## src/rtl/snreg_pkg.sv

```systemverilog
package snreg_pkg;
  localparam int LANES  = 4;
  localparam int DATA_W = LANES * 8;
  localparam int SIZE_W = 3;

  typedef enum logic [2:0] {
    RGN_CTRL,
    RGN_CFG,
    RGN_STAT,
    RGN_INVAL,
    RGN_FILT,
    RGN_ACC,
    RGN_NONE
  } region_e;

  function automatic logic size_valid(input logic [SIZE_W-1:0] s);
    return (s == 3'd1) || (s == 3'd2) || (s == 3'd4);
  endfunction

  function automatic logic [DATA_W-1:0] size_mask(input logic [SIZE_W-1:0] s);
    case (s)
      3'd1:    return 32'h0000_00FF;
      3'd2:    return 32'h0000_FFFF;
      3'd4:    return 32'hFFFF_FFFF;
      default: return 32'h0000_0000;
    endcase
  endfunction
endpackage

```

## src/rtl/snreg_decode.sv

```systemverilog
module snreg_decode
  import snreg_pkg::*;
#(
  parameter int ADDR_W = 8
) (
  input  logic [ADDR_W-1:0] addr,
  output region_e           region,
  output logic [1:0]        lane
);
  localparam logic [ADDR_W-1:0] A_CTRL  = ADDR_W'(8'h00);
  localparam logic [ADDR_W-1:0] A_CFG   = ADDR_W'(8'h04);
  localparam logic [ADDR_W-1:0] A_STAT0 = ADDR_W'(8'h08);
  localparam logic [ADDR_W-1:0] A_STAT1 = ADDR_W'(8'h09);
  localparam logic [ADDR_W-1:0] A_STAT2 = ADDR_W'(8'h0A);
  localparam logic [ADDR_W-1:0] A_STAT3 = ADDR_W'(8'h0B);
  localparam logic [ADDR_W-1:0] A_INVAL = ADDR_W'(8'h0C);
  localparam logic [ADDR_W-1:0] A_FLO   = ADDR_W'(8'h40);
  localparam logic [ADDR_W-1:0] A_FHI   = ADDR_W'(8'h44);
  localparam logic [ADDR_W-1:0] A_ACC   = ADDR_W'(8'h50);
  localparam logic [ADDR_W-1:0] A_ACCNS = ADDR_W'(8'h54);

  always_comb begin
    lane = addr[1:0];
    case (addr)
      A_CTRL:                             region = RGN_CTRL;
      A_CFG:                              region = RGN_CFG;
      A_STAT0, A_STAT1, A_STAT2, A_STAT3: region = RGN_STAT;
      A_INVAL:                            region = RGN_INVAL;
      A_FLO, A_FHI:                       region = RGN_FILT;
      A_ACC, A_ACCNS:                     region = RGN_ACC;
      default:                            region = RGN_NONE;
    endcase
  end
endmodule

```

## src/rtl/snreg_state.sv

```systemverilog
module snreg_state
  import snreg_pkg::*;
(
  input  logic              clk,
  input  logic              rst_n,
  input  logic              wr_en,
  input  region_e           region,
  input  logic [1:0]        lane,
  input  logic [SIZE_W-1:0] size,
  input  logic [DATA_W-1:0] wdata,
  output logic              ctrl_q,
  output logic [DATA_W-1:0] status_q,
  output logic              err_q
);
  logic              size_ok;
  logic              wr_go;
  logic [4:0]        shamt;
  logic [DATA_W-1:0] lane_mask;
  logic [DATA_W-1:0] lane_data;
  logic [DATA_W-1:0] status_d;
  logic              ctrl_d;

  assign size_ok   = size_valid(size);
  assign wr_go     = wr_en && size_ok;
  assign shamt     = {lane, 3'b000};
  assign lane_mask = size_mask(size) << shamt;
  assign lane_data = (wdata & size_mask(size)) << shamt;

  always_comb begin
    status_d = status_q;
    ctrl_d   = ctrl_q;
    if (wr_go && region == RGN_STAT)
      status_d = (status_q & ~lane_mask) | lane_data;
    if (wr_go && region == RGN_CTRL)
      ctrl_d = wdata[0];
  end

  always_ff @(posedge clk) begin
    if (!rst_n) begin
      ctrl_q   <= 1'b0;
      status_q <= '0;
      err_q    <= 1'b0;
    end else begin
      ctrl_q   <= ctrl_d;
      status_q <= status_d;
      err_q    <= wr_en && !size_ok;
    end
  end


  bad_size_flagged_chk: assert property (@(posedge clk) disable iff (!rst_n)
    (wr_en && !size_ok) |=> (err_q && $stable(status_q) && $stable(ctrl_q)));

  no_spurious_err_chk: assert property (@(posedge clk) disable iff (!rst_n)
    !wr_en |=> !err_q);

  status_untouched_chk: assert property (@(posedge clk) disable iff (!rst_n)
    (wr_en && region != RGN_STAT) |=> $stable(status_q));

  ctrl_untouched_chk: assert property (@(posedge clk) disable iff (!rst_n)
    (wr_en && region != RGN_CTRL) |=> $stable(ctrl_q));

  lane_preserve_chk: assert property (@(posedge clk) disable iff (!rst_n)
    (wr_en && size_ok && region == RGN_STAT) |=>
      (((status_q ^ $past(status_q)) & ~$past(lane_mask)) == '0));
endmodule

```

## src/rtl/snreg_rdpath.sv

```systemverilog
module snreg_rdpath
  import snreg_pkg::*;
#(
  parameter int NUM_CPU = 1
) (
  input  logic              clk,
  input  logic              rst_n,
  input  logic              rd_en,
  input  region_e           region,
  input  logic [1:0]        lane,
  input  logic              ctrl_q,
  input  logic [DATA_W-1:0] status_q,
  output logic [DATA_W-1:0] rdata,
  output logic              rvalid
);
  localparam int MAX_CPU = 4;

  logic [MAX_CPU-1:0] cpu_present;
  logic [DATA_W-1:0]  cfg_word;
  logic [DATA_W-1:0]  rd_mux;

  for (genvar c = 0; c < MAX_CPU; c++) begin : g_present
    assign cpu_present[c] = (c < NUM_CPU);
  end

  assign cfg_word = {{(DATA_W-8){1'b0}}, cpu_present, 2'b00, 2'(NUM_CPU - 1)};

  always_comb begin
    case (region)
      RGN_CTRL: rd_mux = {{(DATA_W-1){1'b0}}, ctrl_q};
      RGN_CFG:  rd_mux = cfg_word;
      RGN_STAT: rd_mux = status_q >> {lane, 3'b000};
      default:  rd_mux = '0;
    endcase
  end

  always_ff @(posedge clk) begin
    if (!rst_n) begin
      rdata  <= '0;
      rvalid <= 1'b0;
    end else begin
      rvalid <= rd_en;
      if (rd_en) rdata <= rd_mux;
    end
  end


  rvalid_follows_chk: assert property (@(posedge clk) disable iff (!rst_n)
    rd_en |=> rvalid);

  rvalid_idle_chk: assert property (@(posedge clk) disable iff (!rst_n)
    !rd_en |=> !rvalid);

  empty_reads_zero_chk: assert property (@(posedge clk) disable iff (!rst_n)
    (rd_en && region inside {RGN_INVAL, RGN_FILT, RGN_ACC, RGN_NONE}) |=> (rdata == '0));

  ctrl_read_chk: assert property (@(posedge clk) disable iff (!rst_n)
    (rd_en && region == RGN_CTRL) |=> (rdata[DATA_W-1:1] == '0));
endmodule

```

## src/rtl/snoop_regblock.sv

```systemverilog
module snoop_regblock
  import snreg_pkg::*;
#(
  parameter int ADDR_W  = 8,
  parameter int NUM_CPU = 1
) (
  input  logic              clk,
  input  logic              rst_n,
  input  logic              rd_en,
  input  logic              wr_en,
  input  logic [ADDR_W-1:0] addr,
  input  logic [2:0]        size,
  input  logic [31:0]       wdata,
  output logic [31:0]       rdata,
  output logic              rvalid,
  output logic              err
);
  region_e           region;
  logic [1:0]        lane;
  logic              ctrl_q;
  logic [DATA_W-1:0] status_q;

  snreg_decode #(.ADDR_W(ADDR_W)) u_decode (
    .addr   (addr),
    .region (region),
    .lane   (lane)
  );

  snreg_state u_state (
    .clk      (clk),
    .rst_n    (rst_n),
    .wr_en    (wr_en),
    .region   (region),
    .lane     (lane),
    .size     (size),
    .wdata    (wdata),
    .ctrl_q   (ctrl_q),
    .status_q (status_q),
    .err_q    (err)
  );

  snreg_rdpath #(.NUM_CPU(NUM_CPU)) u_rdpath (
    .clk      (clk),
    .rst_n    (rst_n),
    .rd_en    (rd_en),
    .region   (region),
    .lane     (lane),
    .ctrl_q   (ctrl_q),
    .status_q (status_q),
    .rdata    (rdata),
    .rvalid   (rvalid)
  );
endmodule

```

## config.mk

```make
export PLATFORM = sky130hd
export DESIGN_NAME = snoop_regblock
export DESIGN_NICKNAME = d
export VERILOG_FILES = /design/src/rtl/snreg_pkg.sv /design/src/rtl/snreg_decode.sv /design/src/rtl/snreg_state.sv /design/src/rtl/snreg_rdpath.sv /design/src/rtl/snoop_regblock.sv
export SDC_FILE = /design/constraint.sdc
export NUM_CORES = 1
export LEC_CHECK = 0
export BUFFER_PORTS_ARGS = -buffer_cell sky130_fd_sc_hd__buf_2
export CORE_ASPECT_RATIO = 0.8
export CORE_MARGIN = 2
export CORE_UTILIZATION = 55
export CTS_CLUSTER_DIAMETER = 200
export DETAILED_ROUTE_END_ITERATION = 10
export PLACE_DENSITY = 0.79
export SETUP_SLACK_MARGIN = 0.1
export SKIP_LAST_GASP = 1
export SYNTH_ARGS = -nofsm -noshare
export SYNTH_HDL_FRONTEND = slang
export SYNTH_HIERARCHICAL = 1
export SYNTH_SLANG_ARGS = --single-unit
```

## constraint.sdc

```tcl
create_clock -name clk -period 3.1 [get_ports clk]
set_input_delay 0.62 -clock clk [delete_from_list [all_inputs] [get_ports clk]]
set_output_delay 0.62 -clock clk [all_outputs]
set_load 0.02 [all_outputs]
```

==> out/qor.yml, run 1 <==
status: "finished clean"
ant_nets: 0
wl_met1_microns: 4270
hpwl_microns: 7170
core_area_sq_mm: 0.00647
synth_seq_cells: 67
yosysSeqAreaShare_pct: 35.9
root_buffer: "clkbuf_8"
cts_made_buffers: 9
n_antenna_cell: 0
relSlewSlack_pct: 29.3
worstPathArrival_ps: 2740
post_synth.cell_area_avg_sq_um: 9.54
crit_fanout: 16
cts-resized-gates: 0
r2r-start: "u_state/status_q[24]"
synth_top_flop_cell: "dfxtp_1"
grt_util_all_layers_pct: 27.4
grt_max_degree: 59
pre_cts_ws_ps: 349
first_iter_violations: 287
p_leak_nw: 1.74
tightest_slew_ps: 1060
slew_violations: 0
critPathLaunchType: "primary input"
viasPerCell: 6.31
routedWlPerCell_microns: 17.8
ctsHoldBuffers: 0
grt-ovfl-total: 0
dr_wl_met3_microns: 780
grt_pass1_vias: 3337
synth_area_sq_mm: 0.00374
endpoint_kind: "register"
skew_ps: 5.59
path_class: "in -> reg"
finalHoldViolations: 0
cts-htree-levels: 3
yosysTopAreaCell: "dfxtp_1"
timing.final.crit_share_pct: 79.3
initial_core_util_pct: 57.8
worstRegToRegCells: 2
crit_end: "u_state/status_q[7]"
synth.area.top_cells: "dfxtp_1 (36%), a22o_1 (7.5%), mux2i_1 (7.5%), nand2_1 (4.3%), mux4_2 (4.2%)"
synth_cell_types: 58
std_cell_rows: 26
irDropWorstVdd_uv: 269
synth_edf_count: 0
rsz0062_at_grt: "false"
fp.dieH_microns: 77.8
drt_pass1_iterations: 4
io_pins: 81
synthTopCellsByCount: "dfxtp_1 (67), nand2_1 (43), a22o_1 (32), mux2i_1 (28), o21ai_0 (27)"
routed-via-count: 3468
drt-total-wl_microns: 9810
drc: 0
area_growth_pct: 15.6
gp_routability_congestion: 0.927
clkTransAtPathRegs_ps: 80
io_buffers: 80
cts_setup_buffers: 0
synth_top_area_share_pct: 35.9
fin_total_pwr_mw: 1.83
dr_wl_met2_microns: 4650
regToRegSetupSlack_ps: 1900
hold_class: "reg -> reg"
worst_slack_ps: 642
max-cap-violations: 0
clockBufferDepth: 2
timing.setup.tns_ps: 0
critPathSlowestCell: "nor3_4"
die_w_microns: 96.2
synthCells: 392
cp-startpoint: "addr[4]"
finalSetupViolCount: 0
yosysWarnings: 6
cts.sinks: 67
cp_data_required_time_ps: 3380
grt_first_pass_wirelength_microns: 16000
worstSkewPairLatency_ps: 350
worstPathCellList: "buf_2, nor4_1, o21ai_0, nor3b_1, o2111ai_2, nor3_4, nand3_1, o21ai_1"
nNetsFinal: 508
cts_tree: "done"
async_flop_share_pct: 0
fmax_ghz: 0.407
top_layer_used: "met4"
antenna_found_initial: 0
die_area_sq_mm: 0.00748
min_period_ps: 2460
slowest_delay_ps: 510
synth_most_common_cell: "dfxtp_1"
synth_nets: 439
p_per_area_mw_per_mm2: 424
drive_above_1_share_pct: 29.0
r2r_end: "u_rdpath/rdata[0]"
n_fill_cell: 550
worst min-delay path by stage:
stage / cells past startpoint / start / to
2_1_floorplan: 2 / u_state/status_q[6] / u_state/status_q[6]
3_3_place_gp: 2 / u_rdpath/rdata[26] / u_rdpath/rdata[26]
3_5_place_dp: 2 / u_state/status_q[3] / u_state/status_q[3]
4_1_cts: 2 / u_state/status_q[3] / u_state/status_q[3]
5_1_grt: 2 / u_state/status_q[3] / u_state/status_q[3]
6_report: 2 / u_state/status_q[5] / u_state/status_q[5]
power breakdown:
group / internal (mW) / switching, mW / total (mW)
clock: 0.401 / 0.354 / 0.756
combinational: 0.0805 / 0.132 / 0.213
sequential: 0.862 / 0.000760 / 0.862
cell families after synthesis:
logic type	after synthesis	share of synthesized area [%]
buf+inv	35	5.69
xor+xnor	2	0.669
mux	48	15.6
compound gates	122	24.8
simple gates	118	17.4
flops	67	35.9
final cells by class:
cell class                 count  area (sq um)  share of cell area [%]
inverter                       5          18.8                   0.434
clock inverter                 6          72.6                    1.68
sequential                    67          1340                    31.0
timing repair buffer          88           460                    10.7
multi-input combinational    290          2190                    50.6
tap                           84           105                    2.43
clock buffer                  10           138                    3.18
layout by cell type, fill, tap and decap left out, types with 2 or more instances in the layout:
cell type / n
buf_2: 80
dfxtp_1: 67
nand2_1: 43
a22o_1: 32
mux2i_1: 28
o21ai_0: 27
nand3_1: 17
a32oi_1: 16
nor2b_1: 15
o2bb2ai_1: 15
mux2_2: 13
nor2_1: 12
clkbuf_8: 10
buf_4: 8
o221ai_1: 8
mux4_2: 7
a211oi_1: 5
inv_1: 4
a21oi_1: 4
nor3_1: 4
o21ai_1: 3
nand2b_1: 3
inv_6: 2
clkinv_4: 2
nor4_1: 2
nand3b_1: 2
o22ai_1: 2
nand4b_1: 2
nor3b_1: 2
worst max-delay path, delay by kind of cell:
kind | cells | cell delay, ps
buf+inv | 1 | 120
simple gates | 4 | 1340
compound gates | 3 | 650
sequential cells by signal, indices dropped and copies added (netlist names):
register and count:
u_rdpath/rdata 32, u_rdpath/rvalid 1, u_state/ctrl_q 1, u_state/err_q 1
u_state/status_q 32
layer usage:
layer  GRT usage, %  vias to the layer above
met4           8.86                        0
met3           6.31                       15
li1               -                     1641
met5              0                        -
met2           44.0                      149
met1           36.4                     1663
metrics by stage:
stage	cells	instance area [sq um]	hold WS [ps]	util [%]
floorplan	392	3740	425	-
detailed placement	534	4110	463	63.5
finish	550	4320	473	66.8
global route	550	4320	484	66.8
CTS	550	4320	474	66.8
global placement	534	4110	453	63.5
Power figures use the tool's default switching activity.
==> inputs of run 2 (changes only) <==
==> constraint.sdc (replaced) <==
create_clock -name clk -period 2.6 [get_ports clk]
set_input_delay 0.52 -clock clk [delete_from_list [all_inputs] [get_ports clk]]
set_output_delay 0.52 -clock clk [all_outputs]
set_load 0.02 [all_outputs]
==> out/qor.yml, run 2 (synthesized netlist as in run 1, its figures left out) <==
status: "finished clean"
grt_util_all_layers_pct: 26.8
cp_top_family: "simple AND/OR/NAND/NOR gates"
worstRegToRegCells: 2
nNetsFinal: 513
cts-htree-levels: 3
fmax_ghz: 0.468
cp_data_required_time_ps: 2900
worstPathCellList: "buf_2, nor4_1, o21ai_0, nor3b_1, o2111ai_1, nor2_1, a22o_1"
critPathSlowestCell: "nor2_1"
gp_routability_congestion: 0.859
reg_top3: "u_rdpath/rdata: 32 flops, u_state/status_q: 32 flops"
hpwl_microns: 7170
cts_setup_buffers: 0
skew_ps: 7.24
r2r-start: "u_state/status_q[24]"
ant_nets: 0
timing.setup.tns_ps: 0
grt_pass1_vias: 3204
worstPathArrival_ps: 2430
worst_hold_path.endpoint: "u_state/err_q"
worstSkewPairLatency_ps: 350
irDropWorstVdd_uv: 285
slowest_delay_ps: 530
holdPathStages: 2
die_area_sq_mm: 0.00748
ctsHoldBuffers: 0
routed-via-count: 3416
drt-total-wl_microns: 9680
root_buffer: "clkbuf_8"
finalHoldViolations: 0
clockBufferDepth: 2
n_antenna_cell: 0
cts_tree: "done"
p_leak_nw: 1.76
hold_class: "in -> reg"
fin_total_pwr_mw: 2.16
die_w_microns: 96.2
first_iter_violations: 280
path_class: "in -> reg"
cp.buffers_inverters: 1
cts_made_buffers: 9
min_from: "wr_en"
initial_core_util_pct: 57.8
n_fill_cell: 543
grtUsageMet2_pct: 42.0
finalSetupViolCount: 0
area_growth_pct: 16.4
slew_violations: 0
use_met3_pct: 7.86
min_period_ps: 2140
tightest_slew_ps: 818
std_cell_rows: 26
cts-resized-gates: 0
path_depth: 7
core_area_sq_mm: 0.00647
io_buffers: 80
timing.final.crit_share_pct: 82.1
relSlewSlack_pct: 45.2
r2r_end: "u_rdpath/rdata[0]"
mostFrequentLayoutCell: "buf_2"
grt_busiest_layer: "met2"
crit_fanout: 8
final_cell_mix: "buf_2 (80), dfxtp_1 (67), nand2_1 (43), a22o_1 (32), mux2i_1 (28)"
pre_cts_ws_ps: 158
drive_above_1_share_pct: 29.7
grt-ovfl-total: 0
drc: 0
viasPerCell: 6.15
routedWlPerCell_microns: 17.4
max-cap-violations: 0
antenna_found_initial: 0
grt_max_degree: 46
cts.sinks: 67
p_per_area_mw_per_mm2: 496
fp.dieH_microns: 77.8
io_pins: 81
met1_usage_pct: 36.3
grt_first_pass_wirelength_microns: 15600
critPathLaunchType: "primary input"
drt_pass1_iterations: 5
clkTransAtPathRegs_ps: 70
endpoint_kind: "register"
final_util_pct: 67.2
worst_slack_ps: 464
regToRegSetupSlack_ps: 1420
rsz0062_at_grt: "false"
## run 2: cell types whose count changed in the layout (fill, tap and decap cells not counted), sizes merged
cell    change
inv         -2
clkinv      +2
buf         +5
## run 2: layout make-up
type / instances / area, sq um / area share [%]
clock buffers: 10 / 138 / 3.16
clock inverters: 6 / 65.1 / 1.50
well taps: 84 / 105 / 2.42
inverters: 5 / 18.8 / 0.431
multi-input cells: 290 / 2190 / 50.2
repair buffers: 93 / 498 / 11.4
flip-flops and latches: 67 / 1340 / 30.8
## run 2: worst max-delay path by stage
| stage | from | endpoint | slack (ps) |
|---|---|---|---|
| after floorplan | addr[4] | u_state/status_q[16] | 350 |
| after global placement | addr[5] | u_state/status_q[31] | 270 |
| after detailed placement | addr[4] | u_state/status_q[2] | 160 |
| after CTS | addr[4] | u_state/status_q[3] | 530 |
| after global routing | addr[4] | u_state/status_q[26] | 270 |
| final | addr[4] | u_state/status_q[24] | 460 |
## run 2: worst reg2reg max path: cells and delay by family (launching register included)
kind | cells | cell delay, ps
muxes | 1 | 480
DFF | 1 | 340
AOI/OAI and AO/OA | 1 | 250
## run 2: layer usage
layer | share of wire [%] | wire length, microns | vias up
met5 | 0 | 0 | -
met1 | 44 | 4300 | 1625
met3 | 6.9 | 664 | 15
li1 | - | - | 1646
met2 | 47 | 4590 | 130
met4 | 1.3 | 127 | 0
## run 2: stage by stage
step,cells,cell area [sq um],hold slack [ps]
floorplan,392,3740,425
global placement,539,4150,451
detailed placement,539,4150,454
CTS,555,4350,414
global route,555,4350,417
finish,555,4350,425
## run 2: where the power goes
part / total (mW) / internal [mW] / switching (mW)
logic: 0.257 / 0.0988 / 0.158
clock network: 0.874 / 0.468 / 0.406
registers: 1.03 / 1.03 / 0.000929
==> inputs of run 3 (changes only) <==
--- a/config.mk
+++ b/config.mk
@@ -5,13 +5,14 @@
 export SDC_FILE = /design/constraint.sdc
 export NUM_CORES = 1
 export LEC_CHECK = 0
+export ABC_AREA = 1
 export BUFFER_PORTS_ARGS = -buffer_cell sky130_fd_sc_hd__buf_2
 export CORE_ASPECT_RATIO = 0.8
 export CORE_MARGIN = 2
 export CORE_UTILIZATION = 55
 export CTS_CLUSTER_DIAMETER = 200
 export DETAILED_ROUTE_END_ITERATION = 10
-export PLACE_DENSITY = 0.79
+export PLACE_DENSITY = 0.78
 export SETUP_SLACK_MARGIN = 0.1
 export SKIP_LAST_GASP = 1
 export SYNTH_ARGS = -nofsm -noshare
==> constraint.sdc (replaced) <==
create_clock -name clk -period 2.05 [get_ports clk]
set_input_delay 0.41 -clock clk [delete_from_list [all_inputs] [get_ports clk]]
set_output_delay 0.41 -clock clk [all_outputs]
set_load 0.02 [all_outputs]
==> out/qor.yml, run 3 <==
synth_top_flop_cell: "dfxtp_1"
synth.area.top_cells: "dfxtp_1 (34%), nand2_1 (17%), nand3_1 (13%), a21oi_1 (7.3%), nor2_1 (3.7%)"
clockBufferDepth: 2
drt_pass1_iterations: 5
yosysSeqAreaShare_pct: 33.7
endpoint_kind: "register"
hpwl_microns: 8580
viasPerCell: 5.70
p_clk_share_pct: 39.7
worstPathCellList: "buf_2, inv_2, nand2_2, nor2_1, nand2_1, nand3_1, nor2_1, nand2_1, inv_1, nand4_2, inv_2, nand2_2, nor2_1, nor2_1"
gp_routability_congestion: 0.897
drt-total-wl_microns: 11500
relSlewSlack_pct: 67.4
drc: 0
io_pins: 81
cts-htree-levels: 3
async_flop_share_pct: 0
worstSkewPairLatency_ps: 340
p_per_area_mw_per_mm2: 597
critPathLaunchType: "primary input"
initial_core_util_pct: 57.2
hold_class: "in -> reg"
final_cell_mix: "nand2_1 (184), nand3_1 (107), buf_2 (80), dfxtp_1 (67), a21oi_1 (58)"
rsz0062_at_grt: "false"
worst_slack_ps: 287
n_antenna_cell: 0
synth_cell_types: 31
switchingPower_mw: 0.788
final_util_pct: 66.9
synth_area_sq_mm: 0.00398
root_buffer: "clkbuf_8"
fin_total_pwr_mw: 2.78
synth_seq_cells: 67
path_common_cell: "nor2_1"
die_w_microns: 99.1
fin_area_sq_mm: 0.00466
drive_above_1_share_pct: 24.1
grt_max_degree: 61
crit_fanout: 10
die_area_sq_mm: 0.00794
skew_ps: 8.80
synth_top_area_share_pct: 33.7
io_buffers: 80
tightest_slew_ps: 488
synthTopCellsByCount: "nand2_1 (184), nand3_1 (107), dfxtp_1 (67), a21oi_1 (58), nor2_1 (39)"
cts_made_buffers: 9
status: "finished clean"
cts_setup_buffers: 0
std_cell_rows: 27
ant_nets: 0
n_fill_cell: 649
nNetsFinal: 728
max-cap-violations: 0
finalHoldViolations: 0
post_synth.cell_area_avg_sq_um: 6.54
routedWlPerCell_microns: 14.8
ctsHoldBuffers: 0
grt_util_all_layers_pct: 29.4
mostFrequentLayoutCell: "nand2_1"
pre_cts_ws_ps: -31.9
synth_nets: 656
p_sw_share_pct: 28.4
fmax_ghz: 0.567
grt-ovfl-total: 0
antenna_found_initial: 0
critPathSlowestCell: "inv_2"
cts.sinks: 67
slowest_delay_ps: 190
internal_power_mw: 1.99
fp.dieH_microns: 80.1
path_class: "in -> reg"
seqPwrFrac_pct: 47.0
synth_most_common_cell: "nand2_1"
clkTransAtPathRegs_ps: 80
cts-resized-gates: 0
p_leak_nw: 2.02
reg_top3: "u_rdpath/rdata: 32 flops, u_state/status_q: 32 flops"
regArea_sq_mm: 0.00134
synthCells: 609
first_iter_violations: 429
yosysTopAreaCell: "dfxtp_1"
min_period_ps: 1760
hold_slack_ps: 339
synth_edf_count: 0
cp_data_required_time_ps: 2280
grt_first_pass_wirelength_microns: 18700
cts_tree: "done"
multi_input_area_sq_mm: 0.00227
slew_violations: 0
irDropWorstVdd_uv: 453
dpl_cell_area_sq_mm: 0.00445
grt_pass1_vias: 3897
area_growth_pct: 16.9
yosysWarnings: 6
core_area_sq_mm: 0.00696
finalSetupViolCount: 0
timing.final.crit_share_pct: 86.0
pwr-share-comb_pct: 13.3
worstPathArrival_ps: 1990
routed-via-count: 4409
[run 3: cell types whose count changed in the layout (fill, tap and decap cells not counted), moves of 12 or more]
| cell | previous run | this run |
|---|---|---|
| inv_1 | 4 | 28 |
| a21oi_1 | 4 | 58 |
| nand2_1 | 43 | 184 |
| nor2b_1 | 15 | 0 |
| nand3_1 | 17 | 107 |
| mux2i_1 | 28 | 0 |
| a22o_1 | 32 | 0 |
| mux2_2 | 13 | 0 |
| o2bb2ai_1 | 15 | 0 |
| a32oi_1 | 16 | 0 |
| nand3_2 | 0 | 12 |
| nor2_1 | 12 | 39 |
[run 3: path summary, 6_finish.rpt]
check	startpoint	end	slack, ps	depth (start not counted)
setup / recovery	addr[0]	u_state/status_q[7]	290	14
hold / removal	rd_en	u_rdpath/rvalid	340	3
setup reg to reg	u_state/status_q[26]	u_rdpath/rdata[10]	1020	4
hold reg to reg	u_state/ctrl_q	u_state/ctrl_q	460	2
[run 3: cell type report]
class / instances / area share, %
Clock buffer: 9 / 2.66
Multi-Input combinational cell: 465 / 48.7
Inverter: 37 / 2.98
Tap cell: 87 / 2.34
Timing Repair Buffer: 101 / 12.8
Sequential cell: 67 / 28.8
Clock inverter: 7 / 1.69
[run 3: worst max-delay path, delay by kind of cell]
kind                   cells  cell delay [ps]
and+or+nand+nor           10             1030
buffers and inverters      4              550
[run 3: cells by family (layout without fill, tap and decap cells)]
| family | after synthesis | after routing | share of synthesized area [%] |
|---|---|---|---|
| flops | 67 | 67 | 33.7 |
| simple gates | 369 | 369 | 43.4 |
| buf+inv | 77 | 154 | 9.33 |
| compound gates | 96 | 96 | 13.6 |
[run 3: per-layer routing]
| metal | vias to the layer above | GRT usage, % | wire [microns] |
|---|---|---|---|
| li1 | 2157 | - | - |
| met3 | 20 | 6.01 | 946 |
| met1 | 2031 | 41.4 | 5160 |
| met2 | 201 | 46.4 | 5160 |
| met4 | 0 | 7.26 | 188 |
| met5 | - | 0 | 0 |
[run 3: per-stage QoR]
step | setup TNS (ps) | instances
2_1_floorplan | 0 | 609
3_3_place_gp | 0 | 757
3_5_place_dp | -104 | 757
4_1_cts | 0 | 773
5_1_grt | 0 | 773
6_report | 0 | 773
[run 3: power groups by stage]
stage | clock (mW) | combinational [mW] | sequential (mW)
after global placement | 0 | 0.355 | 1.34
after detailed placement | 0 | 0.362 | 1.34
after global routing | 1.17 | 0.408 | 1.31
final | 1.10 | 0.369 | 1.31
after floorplan | 0 | 0.231 | 1.34
after CTS | 1.11 | 0.363 | 1.31
